## src/rtl/fsb_pkg.sv

```systemverilog
package fsb_pkg;
  typedef enum logic [1:0] {
    PH_IDLE   = 2'd0,
    PH_FIRST  = 2'd1,
    PH_SECOND = 2'd2
  } phase_e;

  localparam int NUM_STB = 2;
  localparam int STB_OUT = 0;  // FIFO to pins
  localparam int STB_IN  = 1;  // pins to FIFO

  function automatic logic pin_level(logic active, logic high);
    return active ? high : ~high;
  endfunction
endpackage

```

## src/rtl/fsb_decode.sv

```systemverilog
module fsb_decode #(
  parameter int ADDR_W = 16,
  parameter logic [ADDR_W-1:0] FIFO_ADDR = '0
) (
  input  logic              cpu_req,
  input  logic [ADDR_W-1:0] cpu_addr,
  output logic              hit
);
  assign hit = cpu_req && (cpu_addr == FIFO_ADDR);
endmodule

```

## src/rtl/fsb_seq.sv

```systemverilog
module fsb_seq
  import fsb_pkg::*;
(
  input  logic               clk,
  input  logic               rst,
  input  logic               hit,
  input  logic               cpu_we,
  input  logic               fifo_empty,
  input  logic               fifo_full,
  input  logic               fifo_afull,
  input  logic [NUM_STB-1:0] cfg_late,
  output logic [NUM_STB-1:0] act_next,
  output logic               rd_capture,
  output logic               rd_ok,
  output logic               fifo_pop,
  output logic               fifo_push,
  output logic               err_underflow,
  output logic               err_overflow
);
  phase_e ph_q;
  logic   dir_in_q, ok_q, pop_q, push_q, under_q, over_q;
  logic   accept, room, ok;

  // a new access may start in any cycle but the first of a transfer
  assign accept = hit && (ph_q != PH_FIRST);
  // a push landing on the accepting edge consumes one slot
  assign room   = !(fifo_full || (push_q && fifo_afull));
  assign ok     = cpu_we ? room : !fifo_empty;

  always_comb begin
    act_next = '0;
    if (accept && ok) begin
      if (cpu_we) act_next[STB_IN]  = !cfg_late[STB_IN];
      else        act_next[STB_OUT] = !cfg_late[STB_OUT];
    end
    if (ph_q == PH_FIRST && ok_q) begin
      if (dir_in_q) act_next[STB_IN]  = 1'b1;
      else          act_next[STB_OUT] = 1'b1;
    end
  end

  always_ff @(posedge clk) begin
    if (rst) begin
      ph_q     <= PH_IDLE;
      dir_in_q <= 1'b0;
      ok_q     <= 1'b0;
      pop_q    <= 1'b0;
      push_q   <= 1'b0;
      under_q  <= 1'b0;
      over_q   <= 1'b0;
    end else begin
      if (accept)                ph_q <= PH_FIRST;
      else if (ph_q == PH_FIRST) ph_q <= PH_SECOND;
      else                       ph_q <= PH_IDLE;
      if (accept) begin
        dir_in_q <= cpu_we;
        ok_q     <= ok;
      end
      pop_q   <= accept && !cpu_we && ok;
      push_q  <= (ph_q == PH_FIRST) && dir_in_q && ok_q;
      under_q <= under_q || (accept && !cpu_we && !ok);
      over_q  <= over_q  || (accept &&  cpu_we && !ok);
    end
  end

  assign rd_capture    = accept && !cpu_we;
  assign rd_ok         = ok;
  assign fifo_pop      = pop_q;
  assign fifo_push     = push_q;
  assign err_underflow = under_q;
  assign err_overflow  = over_q;
endmodule

```

## src/rtl/fsb_pins.sv

```systemverilog
module fsb_pins
  import fsb_pkg::*;
#(
  parameter int DATA_W = 8
) (
  input  logic               clk,
  input  logic               rst,
  input  logic [NUM_STB-1:0] act_next,
  input  logic [NUM_STB-1:0] cfg_high,
  input  logic               rd_capture,
  input  logic               rd_ok,
  input  logic [DATA_W-1:0]  fifo_rd_data,
  output logic [NUM_STB-1:0] stb_pin,
  output logic               ext_doe,
  output logic [DATA_W-1:0]  ext_dout,
  output logic [DATA_W-1:0]  cpu_rdata
);
  logic [NUM_STB-1:0] stb_q;
  logic [DATA_W-1:0]  byte_q;
  logic               doe_q;

  for (genvar ch = 0; ch < NUM_STB; ch++) begin : g_stb
    always_ff @(posedge clk) begin
      if (rst) stb_q[ch] <= 1'b1;
      else     stb_q[ch] <= pin_level(act_next[ch], cfg_high[ch]);
    end
  end

  always_ff @(posedge clk) begin
    if (rst) begin
      byte_q <= '0;
      doe_q  <= 1'b0;
    end else begin
      if (rd_capture) byte_q <= rd_ok ? fifo_rd_data : '0;
      doe_q <= act_next[STB_OUT];
    end
  end

  assign stb_pin   = stb_q;
  assign ext_doe   = doe_q;
  assign ext_dout  = byte_q;
  assign cpu_rdata = byte_q;
endmodule

```

## src/rtl/fast_strobe_bridge.sv

```systemverilog
module fast_strobe_bridge
  import fsb_pkg::*;
#(
  parameter int ADDR_W = 16,
  parameter int DATA_W = 8,
  parameter logic [ADDR_W-1:0] FIFO_ADDR = 16'h7F20
) (
  input  logic              clk,
  input  logic              rst,
  input  logic              cpu_req,
  input  logic              cpu_we,
  input  logic [ADDR_W-1:0] cpu_addr,
  output logic [DATA_W-1:0] cpu_rdata,
  input  logic [DATA_W-1:0] fifo_rd_data,
  input  logic              fifo_empty,
  output logic              fifo_pop,
  input  logic              fifo_full,
  input  logic              fifo_afull,
  output logic              fifo_push,
  output logic [DATA_W-1:0] fifo_wr_data,
  output logic [DATA_W-1:0] ext_dout,
  output logic              ext_doe,
  input  logic [DATA_W-1:0] ext_din,
  output logic              ext_wstb,
  output logic              ext_rstb,
  input  logic              cfg_wstb_high,
  input  logic              cfg_rstb_high,
  input  logic              cfg_wstb_late,
  input  logic              cfg_rstb_late,
  output logic              err_underflow,
  output logic              err_overflow
);
  logic               hit, rd_capture, rd_ok;
  logic [NUM_STB-1:0] act_next, stb_pin, cfg_high, cfg_late;

  assign cfg_high[STB_OUT] = cfg_wstb_high;
  assign cfg_high[STB_IN]  = cfg_rstb_high;
  assign cfg_late[STB_OUT] = cfg_wstb_late;
  assign cfg_late[STB_IN]  = cfg_rstb_late;

  fsb_decode #(.ADDR_W(ADDR_W), .FIFO_ADDR(FIFO_ADDR)) i_decode (
    .cpu_req (cpu_req),
    .cpu_addr(cpu_addr),
    .hit     (hit)
  );

  fsb_seq i_seq (
    .clk          (clk),
    .rst          (rst),
    .hit          (hit),
    .cpu_we       (cpu_we),
    .fifo_empty   (fifo_empty),
    .fifo_full    (fifo_full),
    .fifo_afull   (fifo_afull),
    .cfg_late     (cfg_late),
    .act_next     (act_next),
    .rd_capture   (rd_capture),
    .rd_ok        (rd_ok),
    .fifo_pop     (fifo_pop),
    .fifo_push    (fifo_push),
    .err_underflow(err_underflow),
    .err_overflow (err_overflow)
  );

  fsb_pins #(.DATA_W(DATA_W)) i_pins (
    .clk         (clk),
    .rst         (rst),
    .act_next    (act_next),
    .cfg_high    (cfg_high),
    .rd_capture  (rd_capture),
    .rd_ok       (rd_ok),
    .fifo_rd_data(fifo_rd_data),
    .stb_pin     (stb_pin),
    .ext_doe     (ext_doe),
    .ext_dout    (ext_dout),
    .cpu_rdata   (cpu_rdata)
  );

  // inbound byte is taken straight from the pad, stored on the strobe's closing edge
  assign fifo_wr_data = ext_din;
  assign ext_wstb     = stb_pin[STB_OUT];
  assign ext_rstb     = stb_pin[STB_IN];
endmodule

```

## config.mk

```make
export PLATFORM = sky130hd
export DESIGN_NAME = fast_strobe_bridge
export DESIGN_NICKNAME = d
export VERILOG_FILES = /design/src/rtl/fsb_pkg.sv /design/src/rtl/fsb_decode.sv /design/src/rtl/fsb_seq.sv /design/src/rtl/fsb_pins.sv /design/src/rtl/fast_strobe_bridge.sv
export SDC_FILE = /design/constraint.sdc
export NUM_CORES = 1
export LEC_CHECK = 0
export ABC_AREA = 1
export ABC_CLOCK_PERIOD_IN_PS = 1200
export BUFFER_PORTS_ARGS = -buffer_cell sky130_fd_sc_hd__buf_2
export CAP_MARGIN = 20
export CORE_UTILIZATION = 35
export CTS_CLUSTER_SIZE = 28
export DETAILED_ROUTE_END_ITERATION = 16
export HOLD_SLACK_MARGIN = 0.15
export PLACE_DENSITY = 0.8
export SLEW_MARGIN = 5
export SYNTH_ARGS = -nofsm -noshare
export SYNTH_HDL_FRONTEND = slang
export SYNTH_SLANG_ARGS = --single-unit
```

## constraint.sdc

```tcl
create_clock -name clk -period 1.2 [get_ports clk]
set_input_delay 0.18 -clock clk [delete_from_list [all_inputs] [get_ports clk]]
set_output_delay 0.18 -clock clk [all_outputs]
set_load 0.01 [all_outputs]
```

# --- Yosys cells after proc, flatten, opt, wreduce, memory -nomap -nowiden ---
# Cells that the tools add are included.
word_totals:
  ff_bits: 19
  word_cells: 51
  out_inout_bits: 31
  in_bits: 43
classes:
  bitwise_logic: 2
  n_mux: 12
  reduce_logical: 22
  n_eq_ne: 3
op_table:
  columns: ["cell", "n"]
  rows:
  - ["== test 16 x 15 -> 1 bit (second input constant)", 1]
  - ["logical AND 1 bit", 12]
  - ["2-to-1 mux 1 bit", 8]
  - ["2-to-1 mux 8 bit", 1]
  - ["zero test 1 bit", 6]
  - ["2-to-1 mux 2 bit", 3]
  - ["logical OR 1 bit", 3]
  - ["== test 2 x 1 -> 1 bit (second input constant)", 1]
  - ["inequality test 2 x 1 -> 1 bit (second input constant)", 1]
  - ["inverter 1 bit", 2]
  - ["OR reduction 2 bit", 1]

# --- Logic depth before layout (Yosys ltp) ---
# Gate-level depths: netlist (run 1).
depth:
  word_depth: 9
  depth_mapped: 9
  ltp_nobuf: 9

# --- Hierarchy ---
# A second synthesis (run 1) with hierarchy kept.
unflattened:
  cells_unflattened: 126
  area_unflattened_um2: 975.9
by_module_without_submodules:
  columns: ["module", "cells_per_inst", "n_inst", "seq_area_each_um2", "area_per_inst_um2"]
  rows:
  - ["fsb_pins", 53, 1, 220.2, 503.0]
  - ["fsb_seq", 50, 1, 160.2, 346.6]
  - ["fsb_decode", 15, 1, 0.0, 66.3]
  - ["fast_strobe_bridge", 8, 1, 0.0, 60.1]

# --- Worst setup path before layout (run 1) ---
# Ideal clock, no wire load.
synth_timing:
  path_kind: "register -> register"
  from: "register i_seq.ph_q[1]"
  to: "register i_pins.byte_q[0], in the netlist i_pins.cpu_rdata[0]"
  setup_slack_ns: 0.030
  required_ns: 1.141
  arrival_ns: 1.111
  path_buffers: 0
  synth_period_minus_slack_ns: 1.170
  setup_time_ns: 0.059
  path_stages_with_launch: 9
  path_cell_list: "dfxtp_1 > inv_2 > nand2_2 > nand4_4 > nor2_4 > inv_2 > nor3_4 > nand2_1 > nand2_1"
synth_between:
  elab_chain_len: 3
synth_lines:
  columns: ["item", "line_no", "text"]
  rows:
  - ["start: declaration", "fsb_seq.sv:20", "phase_e ph_q;"]
  - ["start signal: assignment", "fsb_seq.sv:44", "ph_q <= PH_IDLE;"]
  - ["start signal: assignment", "fsb_seq.sv:52", "if (accept) ph_q <= PH_FIRST;"]
  - ["start signal: assignment", "fsb_seq.sv:53", "else if (ph_q == PH_FIRST) ph_q <= PH_SECOND;"]
  - ["inequality test 2 x 1 -> 1 bit", "fsb_seq.sv:25", "assign accept = hit && (ph_q != PH_FIRST);"]
  - ["logical AND 1 bit", "fsb_seq.sv:25", null]
  - ["logical AND 1 bit", "fsb_seq.sv:66", "assign rd_capture = accept && !cpu_we;"]
  - ["end signal: assignment", "fsb_pins.sv:34", "if (rd_capture) byte_q <= rd_ok ? fifo_rd_data : '0;"]
  - ["end: declaration", "fsb_pins.sv:19", "logic [DATA_W-1:0] byte_q;"]
# Every way passes these cells.
# A chain may end at the register's enable or synchronous reset.

# --- Worst setup path in the final report (run 1) ---
layout_timing:
  from: "register i_seq.ph_q[1]"
  to: "register i_pins.byte_q[5], in the netlist i_pins.cpu_rdata[5]"
# Same word-level chain as after synthesis.

==> summary.md, run 1 <==
| Metric | Value |
|---|---|
| Run status | `completed` |
| Portion of total power attributed to sequential cells | `56.5%` |
| Final hold vios | `0` |
| Share of the clock period used by the worst path | `96.2%` |
| Global-route wire length before repair | `3820 um` |
| Synthesis-to-finish area growth | `44.0%` |
| Hold Worst Slack | `165 ps` |
| Skew final | `0.997 ps` |
| Cell area after technology mapping | `978 sq um` |
| Type of the worst setup path | `flop to flop` |
| Crit path required time | `1450 ps` |
| Width of the die | `54.9 um` |
| PortBufs | `57` |
| Placement-stage worst setup slack | `-50.3 ps` |
| Arrival time at the worst endpoint | `1410 ps` |
| CTS Buffer Depth | `2` |
| Clock Latency Late Sink | `300 ps` |
| Synthesized netlist cell count | `133` |
| Final GP Congestion | `0.775` |
| Number of global-route vias before repair | `923` |
| Number of nets at the end of the flow | `238` |
| Clock Root Buffer | `clkbuf_4` |
| Reported net switching power | `0.000273 W` |
| Row cnt | `18` |
| Kind of capture point of the worst setup path | `flop` |
| Warnings, synthesis | `0` |
| Cell count after placement | `209` |
| Setup Total Neg Slack | `0 ps` |
| Part of the power in combinational logic | `14.7%` |
| Hold Path Class | `primary input to flop` |
| Count of unresolved DRC violations after routing | `0` |
| Proportion of synthesized chip area in sequential cells | `38.9%` |
| Total Die Area | `0.00301 sq mm` |
| Critical path peak fanout | `5` |
| Final worst setup slack | `45.6 ps` |
| Global Route Usage Sum | `17.8%` |
| Final Slew Violations | `0` |
| Antenna cell count | `0` |
| Number of antenna violations at the first check in global routing | `0` |
| Maximum number of pins on one net before global-route repair | `13` |
| Time the worst path needs with I/O delays and setup | `1150 ps` |
| Final HPWL DP | `1740 um` |
| Post-synth net total | `176` |
| Final setup violating endpoints | `0` |
| Distinct cell type count after synthesis | `20` |
| Initial DRC Count | `18` |
| Max capacitance violation total | `0` |
| Core region area | `0.00257 sq mm` |
| Leftover overflow at the end of global routing | `0` |
| Clock slew at the register clock pins of the worst setup and hold paths | `100 ps` |
| Post-detailed-route count of antenna-violating nets | `0` |
| Clock net sink count | `19` |
| Worst VDD drop | `0.708 mV` |
| Worst slew margin relative to its limit | `75.3%` |
| Slew at the pin closest to its max-slew limit | `370 ps` |
| TritonCTS clock tree | `built` |
| Cell leakage power | `0.747 nW` |
| Proportion of power drawn by the clock network | `28.8%` |
| Pint | `0.000850 W` |
| Unrepaired setup endpoints after global routing | `yes` |
| Ratio of cells with drive above 1 in the final layout | `44.3%` |
| Number of standard cells in the layout, taps in and fillers out | `224` |
| Cell area power density | `797 mW/mm^2` |
| Achievable Freq | `866 MHz` |
| Via-per-instance ratio | `4.51` |
| Kind of start point of the critical path | `flop` |
| # IOs | `74` |
| 1st-pass router iterations | `4` |
| CTS buffer count | `3` |
| Seq cells post-synth | `19` |
| Die H | `54.9 um` |
| H-tree depth | `1` |
| Total routed wirelength | `2550 um` |
| Mean Syn Cell Area | `7.36 sq um` |
| WL/cell | `11.4 um` |
| Initial Util | `38.1%` |
| Proportion of total power due to net switching | `24.3%` |
| Via count | `1,011` |
| Total power draw | `0.00112 W` |
## critical path, cell delays in order (launching register included)
cell and delay (ps):
dfxtp_2 330, inv_2 40, nand2_4 60, nand4_4 80
nor2_4 160, inv_4 60, nor3_4 200, nand2_1 100
nand2_1 70
## repair_timing
action,in CTS,in global routing
pin swaps,2,10
hold buffers,10,0
gates resized for setup,1,11
setup endpoints to repair,8,11
hold endpoints to repair,10,0
gates cloned,1,0
buffers inserted,0,0
## logic make-up (layout without fill, tap and decap cells)
kind of cell | count (synthesis) | count (layout) | share of synthesized area, %
buffers and inverters | 33 | 93 | 18.8
AND/OR/NAND/NOR | 74 | 75 | 38.7
flip-flops | 19 | 19 | 38.9
AO/OA/AOI/OAI | 7 | 7 | 3.58
## area by class of cell
class,instances,area [sq um]
fill,253,1160
tap,30,37.5
multi-input combinational,82,463
sequential,19,382
clock buffer,4,26.3
timing repair buffer,74,442
inverter,15,58.8
## metrics by stage
step	utilization (%)	instance area (sq um)
6_report	54.9	1410
5_1_grt	54.9	1410
4_1_cts	53.1	1360
3_5_place_dp	47.8	1230
3_3_place_gp	47.8	1230
2_1_floorplan	-	978
## power by group through the flow
stage / logic, W / registers [W] / clock network [W]
after global placement: 0.000129 / 0.000649 / 0
final: 0.000165 / 0.000634 / 0.000323
after CTS: 0.000157 / 0.000634 / 0.000331
after global routing: 0.000184 / 0.000635 / 0.000345
after floorplan: 0.0000770 / 0.000651 / 0
after detailed placement: 0.000130 / 0.000649 / 0
## path summary, 6_finish.rpt
kind / depth (start not counted) / slack [ps] / startpoint / endpoint
setup / recovery: 8 / 50 / i_seq.ph_q[1]$_SDFF_PP0_ / i_pins.cpu_rdata[5]$_SDFFE_PP0P_
hold / removal: 3 / 170 / fifo_empty / i_seq.err_underflow$_SDFF_PP0_
setup reg to reg: 8 / 50 / i_seq.ph_q[1]$_SDFF_PP0_ / i_pins.cpu_rdata[5]$_SDFFE_PP0P_
hold reg to reg: 2 / 450 / i_seq.err_underflow$_SDFF_PP0_ / i_seq.err_underflow$_SDFF_PP0_
## cell usage after synthesis
library cell	number	share of area, %
clkbuf_1	2	0.77
nand4_1	3	1.9
nor2_2	3	1.9
o21ai_0	1	0.51
nor2_1	8	3.1
dfxtp_1	19	39
buf_4	16	12
nand3_1	14	7.2
nand4_4	1	2.2
inv_1	13	5.0
inv_2	2	0.77
nand3_2	1	1.0
nor3_1	1	0.51
nor3_4	1	1.7
nor2_4	3	3.5
nand2_1	36	14
a21oi_1	6	3.1
or2_2	1	0.64
nand2_2	1	0.64
nand3b_1	1	0.77
## layer usage
| metal | track usage (%) | vias up | share of wire, % |
|---|---|---|---|
| li1 | - | 526 | - |
| met1 | 20.3 | 436 | 38 |
| met2 | 29.9 | 38 | 53 |
| met3 | 4.44 | 11 | 5.0 |
| met4 | 9.83 | 0 | 3.9 |
| met5 | 0 | - | 0 |
## flip-flops by register name, summed over array words and instances (netlist names)
register / cells
i_seq.fifo_pop: 1
i_pins.stb_pin: 2
i_pins.ext_doe: 1
i_seq.fifo_push: 1
i_seq.err_overflow: 1
i_seq.dir_in_q: 1
i_pins.cpu_rdata: 8
i_seq.ok_q: 1
i_seq.ph_q: 2
i_seq.err_underflow: 1
## placed cells by master (no fill, tap or decap), types with 2 or more instances in the layout
cell type      instances
clkbuf_4               3
nand2_4                2
nand4_1                3
nand2_1               35
nand3_2                2
buf_2                 57
nor3_4                 2
dfxtp_1               18
nor2_1                 7
nor2_4                 3
inv_1                 13
dlygate4sd3_1         10
buf_4                  6
a21oi_1                6
nor2_2                 4
nand3_1               12
Power figures use the tool's default switching activity.
==> inputs of run 2 (changes only) <==
- CORE_UTILIZATION: 35 -> 37
- CTS_BUF_LIST: default -> sky130_fd_sc_hd__clkbuf_8
- PLACE_DENSITY: 0.8 -> 0.84
==> summary.md, run 2 (synthesized netlist as in run 1, its figures left out) <==
| Metric | Value |
|---|---|
| Largest stage delay, worst path | `320 ps (was 330 ps)` |
| Critical path peak fanout | `5 (unchanged)` |
| Global routing usage on met2 | `29.0% (was 29.9%)` |
| Via-per-instance ratio | `4.41 (was 4.51)` |
| CP Buf/Inv Count | `3 (was 2)` |
| Achievable Freq | `854 MHz (was 866 MHz)` |
| Met3 GRT Util | `3.16% (was 4.44%)` |
| Global Route met1 Usage | `18.3% (was 20.3%)` |
| Number of nets at the end of the flow | `236 (was 238)` |
| Setup Total Neg Slack | `0 ps (unchanged)` |
| Number of global-route vias before repair | `862 (was 923)` |
| Share of the clock period used by the worst path | `97.6% (was 96.2%)` |
| Total power draw | `0.00124 W (was 0.00112 W)` |
| Portion of total power attributed to sequential cells | `51.4% (was 56.5%)` |
| Clock net sink count | `19 (unchanged)` |
| Proportion of power drawn by the clock network | `36.2% (was 28.8%)` |
| Area taken by multi-input logic gates | `427 sq um (was 463 sq um)` |
| Hold Path Class | `primary input to flop (unchanged)` |
| Global-route wire length before repair | `3330 um (was 3820 um)` |
| Pint | `0.000946 W (was 0.000850 W)` |
| Flop2flop setup slack | `30 ps (was 50 ps)` |
| Final worst setup slack | `28.6 ps (was 45.6 ps)` |
| Worst VDD drop | `0.696 mV (was 0.708 mV)` |
| Skew final | `4.72 ps (was 0.997 ps)` |
| Total Die Area | `0.00285 sq mm (was 0.00301 sq mm)` |
| Cell leakage power | `0.733 nW (was 0.747 nW)` |
| Clock slew at the register clock pins of the worst setup and hold paths | `70 ps (was 100 ps)` |
| Cell occurring most often along the worst timing path | `nand2_1 (unchanged)` |
| Number of standard cells in the layout, taps in and fillers out | `222 (was 224)` |
| H-tree depth | `1 (unchanged)` |
| Cell area reported after detailed placement | `0.00120 sq mm (was 0.00123 sq mm)` |
| End of the worst register-to-register path | `i_pins.cpu_rdata[6]$_SDFFE_PP0P_ (was i_pins.cpu_rdata[5]$_SDFFE_PP0P_)` |
| Max reg flops | `8 (unchanged)` |
| Row cnt | `18 (unchanged)` |
| Count of unresolved DRC violations after routing | `0 (unchanged)` |
| Kind of start point of the critical path | `flop (unchanged)` |
| Part of the power in combinational logic | `12.5% (was 14.7%)` |
| Antenna cell count | `0 (unchanged)` |
| Worst slew margin relative to its limit | `76.7% (was 75.3%)` |
| Global Route Usage Sum | `16.2% (was 17.8%)` |
| Flip-flop and latch area | `382 sq um (unchanged)` |
| Clock Latency Late Sink | `260 ps (was 300 ps)` |
| Type of the worst setup path | `flop to flop (unchanged)` |
| Final Slew Violations | `0 (unchanged)` |
| CTS Buffer Depth | `2 (unchanged)` |
| Total routed wirelength | `2290 um (was 2550 um)` |
| Time the worst path needs with I/O delays and setup | `1170 ps (was 1150 ps)` |
| Slew at the pin closest to its max-slew limit | `349 ps (was 370 ps)` |
| Run status | `completed (unchanged)` |
| Cell count after placement | `206 (was 209)` |
| Most Crowded Layer GR | `met2 (unchanged)` |
| Final setup violating endpoints | `0 (unchanged)` |
| Leftover overflow at the end of global routing | `0 (unchanged)` |
| CP top delay family | `simple AND/OR/NAND/NOR gates (unchanged)` |
| Post-detailed-route count of antenna-violating nets | `0 (unchanged)` |
| Reg2Reg Launch Point | `i_seq.ph_q[1]$_SDFF_PP0_ (unchanged)` |
| Instance count on the critical path | `9 (was 8)` |
| Initial Util | `39.5% (was 38.1%)` |
| Ratio of cells with drive above 1 in the final layout | `43.8% (was 44.3%)` |
| Kind of capture point of the worst setup path | `flop (unchanged)` |
| Die H | `53.4 um (was 54.9 um)` |
| Crit path required time | `1410 ps (was 1450 ps)` |
| Proportion of total power due to net switching | `23.4% (was 24.3%)` |
| 1st-pass router iterations | `4 (unchanged)` |
| Most frequent cells in the layout | `buf_2 (57), nand2_1 (33), dfxtp_1 (18) (was buf_2 (57), nand2_1 (35), dfxtp_1 (18))` |
| Placement-stage worst setup slack | `-88.0 ps (was -50.3 ps)` |
| Final standard cell area without fillers | `0.00139 sq mm (was 0.00141 sq mm)` |
| Critical path endpoint | `i_pins.cpu_rdata[6]$_SDFFE_PP0P_ (was i_pins.cpu_rdata[5]$_SDFFE_PP0P_)` |
| Most common cell after layout, fill and taps aside | `buf_2 (unchanged)` |
| WL/cell | `10.3 um (was 11.4 um)` |
| Width of the die | `53.4 um (was 54.9 um)` |
| Worst reg-to-reg path cell count | `9 (was 8)` |
| Max capacitance violation total | `0 (unchanged)` |
| CTS buffer count | `3 (unchanged)` |
| Start point of the critical path | `i_seq.ph_q[1]$_SDFF_PP0_ (unchanged)` |
| Core region area | `0.00248 sq mm (was 0.00257 sq mm)` |
| Unrepaired setup endpoints after global routing | `yes (unchanged)` |
| # IOs | `74 (unchanged)` |
| Synthesis-to-finish area growth | `41.9% (was 44.0%)` |
| Arrival time at the worst endpoint | `1380 ps (was 1410 ps)` |
| Initial DRC Count | `19 (was 18)` |
| Count of fill cells added during filler insertion | `246 (was 253)` |
| Via count | `979 (was 1,011)` |
| Final HPWL DP | `1620 um (was 1740 um)` |
| TritonCTS clock tree | `built (unchanged)` |
| Final hold vios | `0 (unchanged)` |
| Slowest library cell on the worst path | `dfxtp_2 (unchanged)` |
| Clock Root Buffer | `clkbuf_8 (was clkbuf_4)` |
| Maximum number of pins on one net before global-route repair | `13 (unchanged)` |
| PortBufs | `57 (unchanged)` |
| Number of antenna violations at the first check in global routing | `0 (unchanged)` |
| Cells traversed along the worst timing path | `inv_2 > nand2_4 > nand4_4 > nor2_4 > inv_4 > nor3_4 > buf_6 > nand2_1 > nand2_1 (was inv_2 > nand2_4 > nand4_4 > nor2_4 > inv_4 > nor3_4 > nand2_1 > nand2_1)` |
| Final GP Congestion | `0.747 (was 0.775)` |
| Cell area power density | `889 mW/mm^2 (was 797 mW/mm^2)` |
| Reported net switching power | `0.000289 W (was 0.000273 W)` |
run 2: cell count changes in the layout (fill, tap and decap cells not counted), sizes merged:
cell,previous run,this run
clkinv,0,1
nor3,3,2
clkbuf,4,3
buf,64,63
run 2: area by class of cell:
type	count	area share, %
well taps	30	2.70
clock buffers	3	2.97
repair buffers	73	31.5
inverters	15	4.23
flip-flops and latches	19	27.5
multi-input cells	81	30.7
clock inverters	1	0.360
run 2: worst min path at each step:
stage | start | endpoint | slack (ps) | cells after the start
after CTS | rst | i_seq.err_underflow$_SDFF_PP0_ | 210 | 2
after detailed placement | ext_din[4] | fifo_wr_data[4] | 360 | 0
after global placement | ext_din[4] | fifo_wr_data[4] | 360 | 0
after floorplan | fifo_rd_data[0] | i_pins.cpu_rdata[0]$_SDFFE_PP0P_ | 280 | 2
final | rst | i_seq.ph_q[1]$_SDFF_PP0_ | 210 | 2
after global routing | fifo_empty | i_seq.err_underflow$_SDFF_PP0_ | 220 | 3
run 2: per-stage QoR:
step,hold slack (ps),utilization (%)
2_1_floorplan,283,-
3_3_place_gp,360,48.6
4_1_cts,215,55.4
6_report,212,56.1
3_5_place_dp,360,48.6
5_1_grt,218,56.1
run 2: what timing repair did:
action,4_1_cts,5_1_grt
gates cloned,1,0
endpoints found under the hold margin,10,0
resized for setup,2,6
endpoints found under the setup margin,8,11
buffers inserted,1,0
hold buffers,10,0
pin swaps,2,3
run 2: metal layers:
layer | wire length [um] | vias to the layer above | share of wire, %
met5 | 0 | - | 0
met4 | 22 | 0 | 0.96
met3 | 170 | 3 | 7.4
met2 | 1090 | 32 | 48
met1 | 1000 | 425 | 44
li1 | - | 519 | -
run 2: power groups by stage:
| stage | logic (W) | clock network (W) | registers [W] |
|---|---|---|---|
| 2_1_floorplan | 0.0000770 | 0 | 0.000651 |
| 3_3_place_gp | 0.000124 | 0 | 0.000649 |
| 3_5_place_dp | 0.000127 | 0 | 0.000649 |
| 4_1_cts | 0.000152 | 0.000448 | 0.000634 |
| 5_1_grt | 0.000170 | 0.000478 | 0.000634 |
| 6_report | 0.000154 | 0.000447 | 0.000634 |
